<file path="src/rtl/cbr_pkg.sv">
package cbr_pkg;
    localparam int BYTE_W = 8;
    localparam int LOCK_W = 6;
    localparam int EXT_W  = 3;

    // Control register layout: bit0 enable, bit1 config select, bit2 signature select
    typedef struct packed {
        logic sig;
        logic cfg;
        logic en;
    } ctl_t;
endpackage

</file>
<file path="src/rtl/cbr_window.sv">
module cbr_window
    import cbr_pkg::*;
#(
    parameter int LOAD_WIN  = 3,
    parameter int STORE_WIN = 4
) (
    input  logic clk,
    input  logic rst_n,
    input  logic wr,
    input  ctl_t wdata,
    input  logic busy,
    input  logic ld_req,
    input  logic st_req,
    output ctl_t ctl,
    output logic load_open
);
    localparam int CNT_W = $clog2(STORE_WIN + 2);
    localparam logic [CNT_W-1:0] LOAD_LIM  = CNT_W'(LOAD_WIN);
    localparam logic [CNT_W-1:0] STORE_LIM = CNT_W'(STORE_WIN);

    typedef struct packed {
        ctl_t             ctl;
        logic [CNT_W-1:0] age;
    } win_t;

    win_t             st_d, st_q;
    logic             store_open;
    logic             close_now;
    logic [CNT_W-1:0] limit;

    always_comb begin
        st_d       = st_q;
        load_open  = st_q.ctl.en && (st_q.age <= LOAD_LIM);
        store_open = st_q.ctl.en && st_q.ctl.cfg && (st_q.age <= STORE_LIM);
        limit      = st_q.ctl.cfg ? STORE_LIM : LOAD_LIM;
        close_now  = (ld_req && load_open) || (st_req && store_open) || (st_q.age >= limit);

        if (st_q.ctl.en) begin
            if (close_now) begin
                st_d = '0;
            end else begin
                st_d.age = st_q.age + 1'b1;
            end
        end

        if (wr && !busy) begin
            if (wdata.en && (wdata.cfg || wdata.sig)) begin
                st_d.ctl.en  = 1'b1;
                st_d.ctl.cfg = wdata.cfg;
                st_d.ctl.sig = !wdata.cfg;
                st_d.age     = CNT_W'(1);
            end else begin
                st_d = '0;
            end
        end
    end

    always_ff @(posedge clk or negedge rst_n) begin
        if (!rst_n) begin
            st_q <= '0;
        end else begin
            st_q <= st_d;
        end
    end

    assign ctl = st_q.ctl;
endmodule

</file>
<file path="src/rtl/cbr_cfg_sel.sv">
module cbr_cfg_sel
    import cbr_pkg::*;
(
    input  logic [1:0]        sel,
    input  logic [BYTE_W-1:0] fuse_lo,
    input  logic [BYTE_W-1:0] fuse_hi,
    input  logic [EXT_W-1:0]  fuse_ext,
    input  logic [LOCK_W-1:0] lock_raw,
    output logic [BYTE_W-1:0] byte_o
);
    logic [BYTE_W-1:0] lock_byte;
    logic [BYTE_W-1:0] ext_byte;

    always_comb begin
        lock_byte = {{(BYTE_W-LOCK_W){1'b1}}, lock_raw};
        ext_byte  = {{(BYTE_W-EXT_W){1'b1}}, fuse_ext};
        case (sel)
            2'd0:    byte_o = fuse_lo;
            2'd1:    byte_o = lock_byte;
            2'd2:    byte_o = ext_byte;
            default: byte_o = fuse_hi;
        endcase
    end
endmodule

</file>
<file path="src/rtl/cbr_sig_sel.sv">
module cbr_sig_sel
    import cbr_pkg::*;
#(
    parameter int SIG_BYTES = 3,
    parameter int IDX_W     = 2
) (
    input  logic [IDX_W-1:0]          idx,
    input  logic [SIG_BYTES*BYTE_W-1:0] row,
    output logic [BYTE_W-1:0]         byte_o
);
    logic [SIG_BYTES-1:0] hit;
    logic [BYTE_W-1:0]    masked [SIG_BYTES];
    logic [BYTE_W-1:0]    acc;

    for (genvar g = 0; g < SIG_BYTES; g++) begin : g_entry
        assign hit[g]    = (idx == IDX_W'(g));
        assign masked[g] = hit[g] ? row[BYTE_W*g +: BYTE_W] : '0;
    end

    always_comb begin
        acc = '0;
        for (int i = 0; i < SIG_BYTES; i++) begin
            acc = acc | masked[i];
        end
        byte_o = (|hit) ? acc : {BYTE_W{1'b1}};
    end
endmodule

</file>
<file path="src/rtl/cbr_readback.sv">
module cbr_readback
    import cbr_pkg::*;
#(
    parameter int ADDR_W    = 16,
    parameter int SIG_BYTES = 3,
    parameter int LOAD_WIN  = 3,
    parameter int STORE_WIN = 4
) (
    input  logic                          clk,
    input  logic                          rst_n,
    input  logic                          ctl_wr,
    input  logic [2:0]                    ctl_wdata,
    input  logic                          nvm_busy,
    input  logic                          ld_req,
    input  logic                          st_req,
    input  logic [ADDR_W-1:0]             ld_addr,
    input  logic [7:0]                    pm_rdata,
    input  logic [7:0]                    fuse_lo,
    input  logic [7:0]                    fuse_hi,
    input  logic [2:0]                    fuse_ext,
    input  logic [5:0]                    lock_raw,
    input  logic [SIG_BYTES*8-1:0]        sig_row,
    output logic [7:0]                    ld_rdata,
    output logic                          ld_special,
    output logic [2:0]                    ctl_state
);
    localparam int IDX_W = (SIG_BYTES > 1) ? $clog2(SIG_BYTES) : 1;

    ctl_t              ctl;
    logic              load_open;
    logic [BYTE_W-1:0] cfg_byte;
    logic [BYTE_W-1:0] sig_byte;
    logic              unused_addr;

    assign unused_addr = ^ld_addr;

    cbr_window #(
        .LOAD_WIN  (LOAD_WIN),
        .STORE_WIN (STORE_WIN)
    ) u_window (
        .clk       (clk),
        .rst_n     (rst_n),
        .wr        (ctl_wr),
        .wdata     (ctl_t'(ctl_wdata)),
        .busy      (nvm_busy),
        .ld_req    (ld_req),
        .st_req    (st_req),
        .ctl       (ctl),
        .load_open (load_open)
    );

    cbr_cfg_sel u_cfg (
        .sel      (ld_addr[1:0]),
        .fuse_lo  (fuse_lo),
        .fuse_hi  (fuse_hi),
        .fuse_ext (fuse_ext),
        .lock_raw (lock_raw),
        .byte_o   (cfg_byte)
    );

    cbr_sig_sel #(
        .SIG_BYTES (SIG_BYTES),
        .IDX_W     (IDX_W)
    ) u_sig (
        .idx    (ld_addr[IDX_W-1:0]),
        .row    (sig_row),
        .byte_o (sig_byte)
    );

    always_comb begin
        ld_special = ld_req && load_open;
        if (ld_special) begin
            ld_rdata = ctl.cfg ? cfg_byte : sig_byte;
        end else begin
            ld_rdata = pm_rdata;
        end
    end

    assign ctl_state = ctl;
endmodule

</file>
<file path="config.mk">
export PLATFORM = sky130hd
export DESIGN_NAME = cbr_readback
export DESIGN_NICKNAME = d
export VERILOG_FILES = /design/src/rtl/cbr_pkg.sv /design/src/rtl/cbr_window.sv /design/src/rtl/cbr_cfg_sel.sv /design/src/rtl/cbr_sig_sel.sv /design/src/rtl/cbr_readback.sv
export SDC_FILE = /design/constraint.sdc
export NUM_CORES = 1
export LEC_CHECK = 0
export ABC_CLOCK_PERIOD_IN_PS = 1600
export BUFFER_PORTS_ARGS = -buffer_cell sky130_fd_sc_hd__buf_2
export CAP_MARGIN = 5
export CORE_MARGIN = 5
export CORE_UTILIZATION = 34
export CTS_BUF_LIST = sky130_fd_sc_hd__clkbuf_2
export DETAILED_ROUTE_END_ITERATION = 6
export GPL_ROUTABILITY_DRIVEN = 0
export PLACE_DENSITY = 0.89
export SLEW_MARGIN = 20
export SYNTH_ARGS = -nofsm -noshare
export SYNTH_HDL_FRONTEND = slang
export SYNTH_SLANG_ARGS = --single-unit
</file>
<file path="constraint.sdc">
create_clock -name clk -period 1.6 [get_ports clk]
set_input_delay 0.16 -clock clk [delete_from_list [all_inputs] [get_ports clk]]
set_output_delay 0.16 -clock clk [all_outputs]
set_load 0.05 [all_outputs]
</file>
==> results of run 1 <==
kinds of logic after synthesis:
| kind of cell | share of synthesized area (%) |
|---|---|
| adder cells (fa/ha/maj) | 12.8 |
| AO/OA/AOI/OAI | 39.9 |
| multiplexers | 2.05 |
| buffers and inverters | 10.5 |
| AND/OR/NAND/NOR | 19.4 |
| flip-flops | 15.4 |
flip-flops by register name (all words and copies together), names as in the netlist:
signal         cells
u_window.ctl       3
u_window.st_q      3
synth_stat cells:
| cell type | count | share of area, % |
|---|---|---|
| a211oi_1 | 2 | 1.5 |
| a21oi_1 | 2 | 1.0 |
| a221o_1 | 2 | 2.1 |
| a221oi_1 | 1 | 0.90 |
| a222oi_1 | 3 | 3.1 |
| a22o_1 | 2 | 1.8 |
| a22oi_1 | 8 | 6.2 |
| a31oi_1 | 3 | 1.9 |
| a32o_1 | 2 | 2.1 |
| a41oi_2 | 1 | 1.7 |
| and2b_1 | 1 | 0.77 |
| buf_2 | 4 | 2.1 |
| buf_4 | 3 | 2.3 |
| buf_6 | 3 | 3.5 |
| dfrtp_1 | 6 | 15 |
| ha_1 | 10 | 13 |
| inv_1 | 6 | 2.3 |
| inv_2 | 1 | 0.38 |
| mux2i_1 | 2 | 2.1 |
| nand2_1 | 22 | 8.5 |
| nand2b_1 | 3 | 1.9 |
| nand3_1 | 6 | 3.1 |
| nand3_4 | 1 | 1.8 |
| nand3b_1 | 1 | 0.77 |
| nor2_2 | 1 | 0.64 |
| nor2b_1 | 3 | 1.9 |
| o211ai_1 | 4 | 3.1 |
| o211ai_4 | 1 | 2.2 |
| o21ai_0 | 1 | 0.51 |
| o21ai_1 | 11 | 5.6 |
| o21ai_2 | 2 | 1.8 |
| o221ai_1 | 1 | 0.90 |
| o22a_1 | 1 | 0.90 |
| o31a_1 | 1 | 0.90 |
| o32ai_1 | 2 | 1.8 |
worst reg2reg max path, cell delays in order (launching register included):
cell and delay, ns:
dfrtp_1 0.38, buf_4 0.15, buf_4 0.13, ha_2 0.18, nand2b_4 0.15, o221ai_4 0.18
nand3_4 0.15, a31oi_1 0.17
metrics by stage:
step / setup WS (ns) / hold WS (ns)
after CTS: -0.330 / 0.279
final: -0.280 / 0.287
after floorplan: -0.117 / -0.136
after detailed placement: -0.205 / -0.00653
after global placement: -0.167 / -0.0108
after global routing: -0.343 / 0.288
cell usage in the layout (no fill, tap or decap), types with 3 or more instances in the layout:
cell type | netlist | layout
buf_6 | 3 | 9
o21ai_4 | 0 | 6
a222oi_1 | 3 | 3
buf_4 | 3 | 17
clkbuf_2 | 0 | 3
nand2_2 | 0 | 3
ha_1 | 10 | 7
o211ai_1 | 4 | 4
nand2_4 | 0 | 3
inv_1 | 6 | 6
o21ai_1 | 11 | 6
buf_2 | 4 | 70
a22oi_1 | 8 | 8
nand2_1 | 22 | 16
a31oi_1 | 3 | 3
nor2b_1 | 3 | 3
dfrtp_1 | 6 | 6
nand3_1 | 6 | 6
worst max path at each step:
stage,startpoint,to,slack [ns]
2_1_floorplan,u_window.st_q[1]$_DFFE_PN0P_,ld_rdata[0],-0.12
3_3_place_gp,ld_addr[0],ld_rdata[1],-0.17
4_1_cts,u_window.st_q[0]$_DFFE_PN0P_,ld_rdata[7],-0.33
5_1_grt,u_window.st_q[0]$_DFFE_PN0P_,ld_rdata[2],-0.34
3_5_place_dp,ld_addr[0],ld_rdata[1],-0.20
6_report,u_window.st_q[0]$_DFFE_PN0P_,ld_rdata[7],-0.28
cell type report:
class	instances	area [um2]	share of cell area, %
Multi-Input combinational cell	100	900	50.0
Tap cell	31	38.8	2.16
Timing Repair Buffer	101	669	37.2
Inverter	7	26.3	1.46
Sequential cell	6	150	8.34
Clock buffer	3	15.0	0.834
layer usage:
metal / GRT usage, % / routed length [um]
met5: 0 / 0
met4: 5.19 / 70
met3: 4.26 / 448
met2: 33.2 / 2030
met1: 18.4 / 1330
power by group:
| group | total (mW) | internal [mW] | switching, mW |
|---|---|---|---|
| registers | 0.248 | 0.205 | 0.0437 |
| clock network | 0.0963 | 0.0508 | 0.0455 |
| logic | 1.45 | 0.640 | 0.813 |
what timing repair did:
action / 4_1_cts / 5_1_grt
pin swaps: 2 / 11
hold buffers: 1 / 0
setup endpoints to repair: 11 / 15
buffers inserted: 2 / 2
gates cloned: 0 / 1
resized for setup: 22 / 12
endpoints found under the hold margin: 6 / 0
==> metrics, run 1 <==
Critical Setup Path Class=register to primary output; Synth Register Bits=6; clock sink count=6; syn_area_per_cell=7.93 um2; setup_tns=-2.37 ns; CTS Buf Count=3; Setup crit end kind=primary output; final non-filler cell total=248; grt total ovfl=0; power per cell area=999 nW/um2; r2r setup slk=0.02 ns; worst-case reg-to-reg path depth=7; CP max-delay cell=dfrtp_1; Placed Cells=239; fmax=532 MHz; Seq/Total Area, Yosys=15.4%; Slew @ Worst Pin=0.470 ns; Worst setup SP type=register; Pwr Total=1.80 mW; final setup vio count=9; Iter 0 DRT Violations=95; final hold violation count=0; global-route wire length before repair=5.82 mm; CTS root buf=clkbuf_2; largest net degree at the start of global routing=14; final wirelength=3.88 mm; Core Footprint=2760 um2; clk_lat worst skew=0.20 ns; DIE WIDTH=63.6 um; htree depth=1; CP max stage delay=0.38 ns; Max IR drop VDD=853 uV; # DRC=0; Final Util=65.2%; drt first pass iters=7; hold path startpoint=ctl_wdata[1]; Clock transition at path regs=0.05 ns; CTS Buffer Depth=2; worst path arrival time=1.72 ns; Post-DP HPWL=3.09 mm; Synthesized Nets=215; failing checks=setup timing; worst r2r src=u_window.st_q[1]$_DFFE_PN0P_; static leakage=0.863 nW; Top Ports=94; n_diodes=0; relative slew slack=68.7%; TritonCTS clock tree=built; Min-Delay Endpoint=u_window.ctl[2]$_DFFE_PN0P_; Fillers=233; design area=1800 um2; DP Area=1560 um2; Hold Crit Class=input pin to register; die area=4040 um2; Initial Utilization=35.4%; WP buf/inv=2; Final #Nets=311; Critical Path Fanout Max=5; cell count along the critical path=7; input/output buffers=79; routed length per placed instance=15.6 um; Syn. warnings=0; vias=1366; total global-route track usage=17.4%; RSZ-0062 raised after global routing=true; vias in the first global route=1365; delay-heaviest family, CP=compound AO/OA/AOI/OAI gates; period utilization=118%; Area Overhead vs Synth=84.4%; synth unique cells=35; worst setup margin=-0.280 ns; cells along the critical path=ha_2, ha_4, o211ai_4, buf_12, a31oi_1, a22o_2, buf_8; status=finished with violations; Worst R2R End=u_window.ctl[1]$_DFFE_PN0P_; Setup Skew=0.000131 ns; num rows=19; Final Max Slew Viols=0; die height=63.6 um; max_cap viols=0; clock period minus final worst setup slack=1.88 ns; Hold Path Depth=3; Gate Count Post-Synth=123; Antenna Nets Post-Route=0; Critical Path RT=1.44 ns; drt via density=5.51; Post-Syn Area=976 um2; initial antenna violation count=0; layout cells sized above 1=60.4%
No activity file was read; power rests on OpenSTA's default activity.
==> run 2: changes to the inputs <==
MAX_ROUTING_LAYER = met4   (was default)
==> metrics, run 2 (synthesis results as in run 1) <==
status=finished with violations; failing checks=setup timing; initial antenna violation count=0 (unchanged); design area=1800 um2 (unchanged); htree depth=1 (unchanged); Setup crit end kind=primary output; Core Footprint=2760 um2 (unchanged); routed length per placed instance=15.6 um (+0.10%); worst path arrival time=1.72 ns (about the same); global-route wire length before repair=5.82 mm (unchanged); input/output buffers=79 (unchanged); Worst setup SP type=register; grt total ovfl=0 (unchanged); clock sink count=6 (unchanged); n_diodes=0 (unchanged); Top Ports=94 (unchanged); drt first pass iters=5 (-2); largest net degree at the start of global routing=14 (unchanged); Max IR drop VDD=853 uV (about the same); P_int=0.895 mW (about the same); DIE WIDTH=63.6 um (unchanged); P_sw=0.902 mW (about the same); Hold Path Depth=3 (unchanged); hold path startpoint=ctl_wdata[1]; share of total power in sequential cells=13.8% (about the same); CTS Buf Count=3 (unchanged); die area=4040 um2 (unchanged); die height=63.6 um (unchanged); Area Overhead vs Synth=84.4% (unchanged); CTS root buf=clkbuf_2; Hold Crit Class=input pin to register; Slew @ Worst Pin=0.469 ns (-0.000557 ns); drt via density=5.51 (unchanged); clock network power share=5.4% (about the same); DP Area=1560 um2 (unchanged); max_cap viols=0 (unchanged); final wirelength=3.88 mm (+0.10%); most frequent cells in the layout=70 x buf_2, 17 x buf_4, 16 x nand2_1; dpl ws=-0.205 ns (unchanged); Final #Nets=311 (unchanged); Initial Utilization=35.4% (unchanged); Worst R2R End=u_window.ctl[1]$_DFFE_PN0P_; vias in the first global route=1365 (unchanged); layout cells sized above 1=60.4% (unchanged); fmax=532 MHz (about the same); Antenna Nets Post-Route=0 (unchanged); CTS Buffer Depth=2 (unchanged); Setup Skew=0.000131 ns (unchanged); RSZ-0062 raised after global routing=true; Critical Path Fanout Max=5 (unchanged); Final Max Slew Viols=0 (unchanged); most common cell after layout, fill and taps aside=buf_2; final setup vio count=9 (unchanged); worst r2r src=u_window.st_q[1]$_DFFE_PN0P_; clk_lat worst skew=0.20 ns (about the same); Post-DP HPWL=3.09 mm (unchanged); final hold violation count=0 (unchanged); Sw Share=50.2% (about the same); TritonCTS clock tree=built; clock period minus final worst setup slack=1.88 ns (-0.000169 ns); num rows=19 (unchanged); Critical Setup Path Class=register to primary output; Iter 0 DRT Violations=95 (unchanged); Logic pwr share=80.8% (about the same); total global-route track usage=17.9% (+0.47 points); static leakage=0.863 nW (unchanged); r2r setup slk=0.02 ns (about the same); relative slew slack=68.7% (about the same); Critical Path RT=1.44 ns (about the same); Clock transition at path regs=0.05 ns (about the same); # DRC=0 (unchanged); Min-Delay Endpoint=u_window.ctl[2]$_DFFE_PN0P_; worst setup margin=-0.280 ns (+0.000169 ns); period utilization=118% (about the same); worst-case reg-to-reg path depth=7 (unchanged); vias=1366 (unchanged); power per cell area=999 nW/um2 (about the same)
[run 2: cell counts in the layout (fill, tap and decap cells not counted)]
No cell type changed its count.
[run 2: per-layer routing]
metal / share of wire [%] / GRT usage (%) / wire length (um) / vias to the layer above
li1: - / - / - / 659
met1: 34 / 18.4 / 1330 / 633
met2: 53 / 33.2 / 2060 / 68
met3: 11 / 4.26 / 437 / 6
met4: 1.4 / 5.19 / 53 / 0
met5: 0 / - / 0 / -
[run 2: worst max-delay path, cell delays in order, from the launching register on]
cell      delay, ns
dfrtp_1        0.38
ha_2           0.20
ha_4           0.16
o211ai_4       0.21
buf_12         0.14
a31oi_1        0.03
a22o_2         0.24
buf_8          0.15
[run 2: through the flow]
| stage | setup TNS [ns] | total power [mW] | util [%] | instances | hold slack, ns |
|---|---|---|---|---|---|
| after CTS | -2.54 | 1.63 | 61.1 | 245 | 0.279 |
| after floorplan | -0.870 | 1.08 | - | 123 | -0.136 |
| after global placement | -1.06 | 1.36 | 56.6 | 239 | -0.0108 |
| after detailed placement | -1.23 | 1.39 | 56.6 | 239 | -0.00653 |
| final | -2.37 | 1.80 | 65.2 | 248 | 0.287 |
| after global routing | -3.06 | 1.92 | 65.2 | 248 | 0.288 |
[run 2: worst max path at each step]
| stage | from | endpoint | slack [ns] | cells after the start |
|---|---|---|---|---|
| 2_1_floorplan | u_window.st_q[1]$_DFFE_PN0P_ | ld_rdata[0] | -0.12 | 6 |
| 5_1_grt | u_window.st_q[0]$_DFFE_PN0P_ | ld_rdata[2] | -0.34 | 8 |
| 3_3_place_gp | ld_addr[0] | ld_rdata[1] | -0.17 | 9 |
| 4_1_cts | u_window.st_q[0]$_DFFE_PN0P_ | ld_rdata[7] | -0.33 | 7 |
| 3_5_place_dp | ld_addr[0] | ld_rdata[1] | -0.20 | 9 |
| 6_report | u_window.st_q[0]$_DFFE_PN0P_ | ld_rdata[7] | -0.28 | 7 |
[run 2: cell type report]
cell class | count | area, um2
Clock buffer | 3 | 15.0
Fill cell | 233 | 958
Inverter | 7 | 26.3
Multi-Input combinational cell | 100 | 900
Sequential cell | 6 | 150
Tap cell | 31 | 38.8
Timing Repair Buffer | 101 | 669
[run 2: what timing repair did]
item	4_1_cts	5_1_grt
setup endpoints to repair	11	15
pin swaps	2	11
hold buffers	1	0
setup buffers	2	2
cloned	0	1
resized for setup	22	12
endpoints found under the hold margin	6	0
[run 2: power groups by stage]
stage | combinational, mW | clock (mW) | sequential [mW]
floorplan | 0.836 | 0 | 0.243
global placement | 1.11 | 0 | 0.250
detailed placement | 1.14 | 0 | 0.254
CTS | 1.28 | 0.102 | 0.248
global route | 1.55 | 0.109 | 0.255
finish | 1.45 | 0.0963 | 0.248
==> run 3: changes to the inputs <==
BUFFER_PORTS_ARGS = -buffer_cell sky130_fd_sc_hd__buf_4   (was -buffer_cell sky130_fd_sc_hd__buf_2)
==> metrics, run 3 (synthesis results as in run 1) <==
n_diodes=0 (unchanged); Hold Crit Class=input pin to register; most common cell after layout, fill and taps aside=buf_4; clock sink count=6 (unchanged); fmax=521 MHz (-2.1%); Reg area=150 um2 (unchanged); CTS root buf=clkbuf_2; Clock transition at path regs=0.06 ns (about the same); Critical Setup Path Class=register to primary output; worst r2r src=u_window.st_q[0]$_DFFE_PN0P_; Min-Delay Endpoint=u_window.ctl[2]$_DFFE_PN0P_; cells along the critical path=ha_2, ha_4, o211ai_4, buf_12, a31oi_1, a22o_2, buf_6; final hold violation count=0 (unchanged); vias in the first global route=1401 (+2.6%); design area=1900 um2 (+5.5%); routed length per placed instance=16.6 um (+5.8%); Antenna Nets Post-Route=0 (unchanged); drt via density=5.53 (+0.44%); CTS Buffer Depth=2 (unchanged); Iter 0 DRT Violations=106 (+12%); r2r setup slk=-0.09 ns (-0.11 ns); relative slew slack=68.4% (-0.27 points); final setup vio count=15 (+6); Critical Path Fanout Max=5 (unchanged); Final Util=68.8% (+3.6 points); Top Ports=94 (unchanged); layout cells sized above 1=60.5% (+0.096 points); Placed Cells=239 (unchanged); clk_lat worst skew=0.22 ns (+0.02 ns); die area=4040 um2 (unchanged); worst-case reg-to-reg path depth=8 (+1); Slew @ Worst Pin=0.473 ns (+0.00410 ns); CTS Buf Count=3 (unchanged); final wirelength=4.07 mm (+4.9%); WP buf/inv=2 (unchanged); drt first pass iters=4 (-1); worst path arrival time=1.76 ns (+0.04 ns); total global-route track usage=18.8% (+0.90 points); multi-input logic area=860 um2 (-4.5%); failing checks=setup timing; largest net degree at the start of global routing=14 (unchanged); Setup Skew=0.000164 ns (+0.0000335 ns); num rows=19 (unchanged); global-route wire length before repair=6.00 mm (+3.1%); initial antenna violation count=0 (unchanged); CP max-delay cell=dfrtp_1; delay-heaviest family, CP=compound AO/OA/AOI/OAI gates; TritonCTS clock tree=built; period utilization=120% (+2.5 points); Initial Utilization=35.4% (unchanged); Setup crit end kind=primary output; Worst setup SP type=register; Worst R2R End=u_window.ctl[1]$_DFFE_PN0P_; DP Area=1750 um2 (+12%); Critical Path RT=1.44 ns (about the same); DIE WIDTH=63.6 um (unchanged); vias=1361 (-0.37%); setup_tns=-2.61 ns (-0.241 ns); grt total ovfl=0 (unchanged); # DRC=0 (unchanged); hold path startpoint=ctl_wdata[1]; Max IR drop VDD=947 uV (+11%); input/output buffers=79 (unchanged); Final #Nets=309 (-0.64%); RSZ-0062 raised after global routing=true; Area Overhead vs Synth=94.5%; worst setup margin=-0.321 ns (-0.0407 ns); most frequent cells in the layout=86 x buf_4, 16 x nand2_1, 10 x buf_6; power per cell area=926 nW/um2 (-7.3%); Fillers=234 (+0.43%); static leakage=0.906 nW (+4.9%); Pwr Total=1.76 mW (-2.2%); Core Footprint=2760 um2 (unchanged); clock period minus final worst setup slack=1.92 ns (+0.0407 ns); CP max stage delay=0.39 ns (about the same); Hold Path Depth=3 (unchanged); Post-DP HPWL=3.21 mm (+4.0%); Final Max Slew Viols=0 (unchanged); status=finished with violations; max_cap viols=0 (unchanged); die height=63.6 um (unchanged); final non-filler cell total=246 (-0.81%); htree depth=1 (unchanged)
[run 3: worst register-to-register path: stages, from the launching register on]
cell and delay (ns):
dfrtp_1 0.39, ha_2 0.20, ha_4 0.16, o211ai_4 0.22, buf_12 0.14, buf_4 0.10, buf_6 0.09, nand3_4 0.12
a31oi_1 0.20
[run 3: cell type report]
class / instances / share of cell area (%)
Timing Repair Buffer: 99 / 42.6
Inverter: 7 / 1.38
Sequential cell: 6 / 7.91
Clock buffer: 3 / 0.791
Multi-Input combinational cell: 100 / 45.3
Tap cell: 31 / 2.04
[run 3: timing repair]
item / CTS / global route
resized for setup: 9 / 10
setup buffers: 1 / 2
pin swaps: 2 / 7
hold buffers: 1 / 0
endpoints found under the hold margin: 6 / 0
setup endpoints to repair: 9 / 15
[run 3: where the power goes]
part	internal (mW)	switching, mW	leakage [nW]	total (mW)
Sequential	0.205	0.0421	0.0768	0.247
Combinational	0.628	0.778	0.817	1.41
Clock	0.0508	0.0546	0.0125	0.105
Total	0.884	0.875	0.906	1.76
[run 3: worst max-delay path by stage]
stage	from	endpoint	cells after the start
after floorplan	u_window.st_q[1]$_DFFE_PN0P_	ld_rdata[0]	6
after global placement	ld_addr[0]	ld_rdata[5]	9
after detailed placement	ld_addr[0]	ld_rdata[5]	9
after CTS	u_window.st_q[0]$_DFFE_PN0P_	ld_rdata[6]	7
after global routing	u_window.st_q[0]$_DFFE_PN0P_	ld_rdata[7]	7
final	u_window.st_q[0]$_DFFE_PN0P_	ld_rdata[7]	7
[run 3: layer usage]
layer	vias up	wire length (um)	GRT usage (%)
met3	10	411	4.26
met1	627	1380	19.0
li1	655	-	-
met5	-	0	-
met2	69	2170	34.1
met4	0	110	8.31
[run 3: stage by stage]
step	hold WS (ns)	worst slack [ns]
final	0.263	-0.321
after detailed placement	-0.0265	-0.226
after global placement	-0.0292	-0.213
after global routing	0.265	-0.390
after CTS	0.241	-0.349
after floorplan	-0.136	-0.117
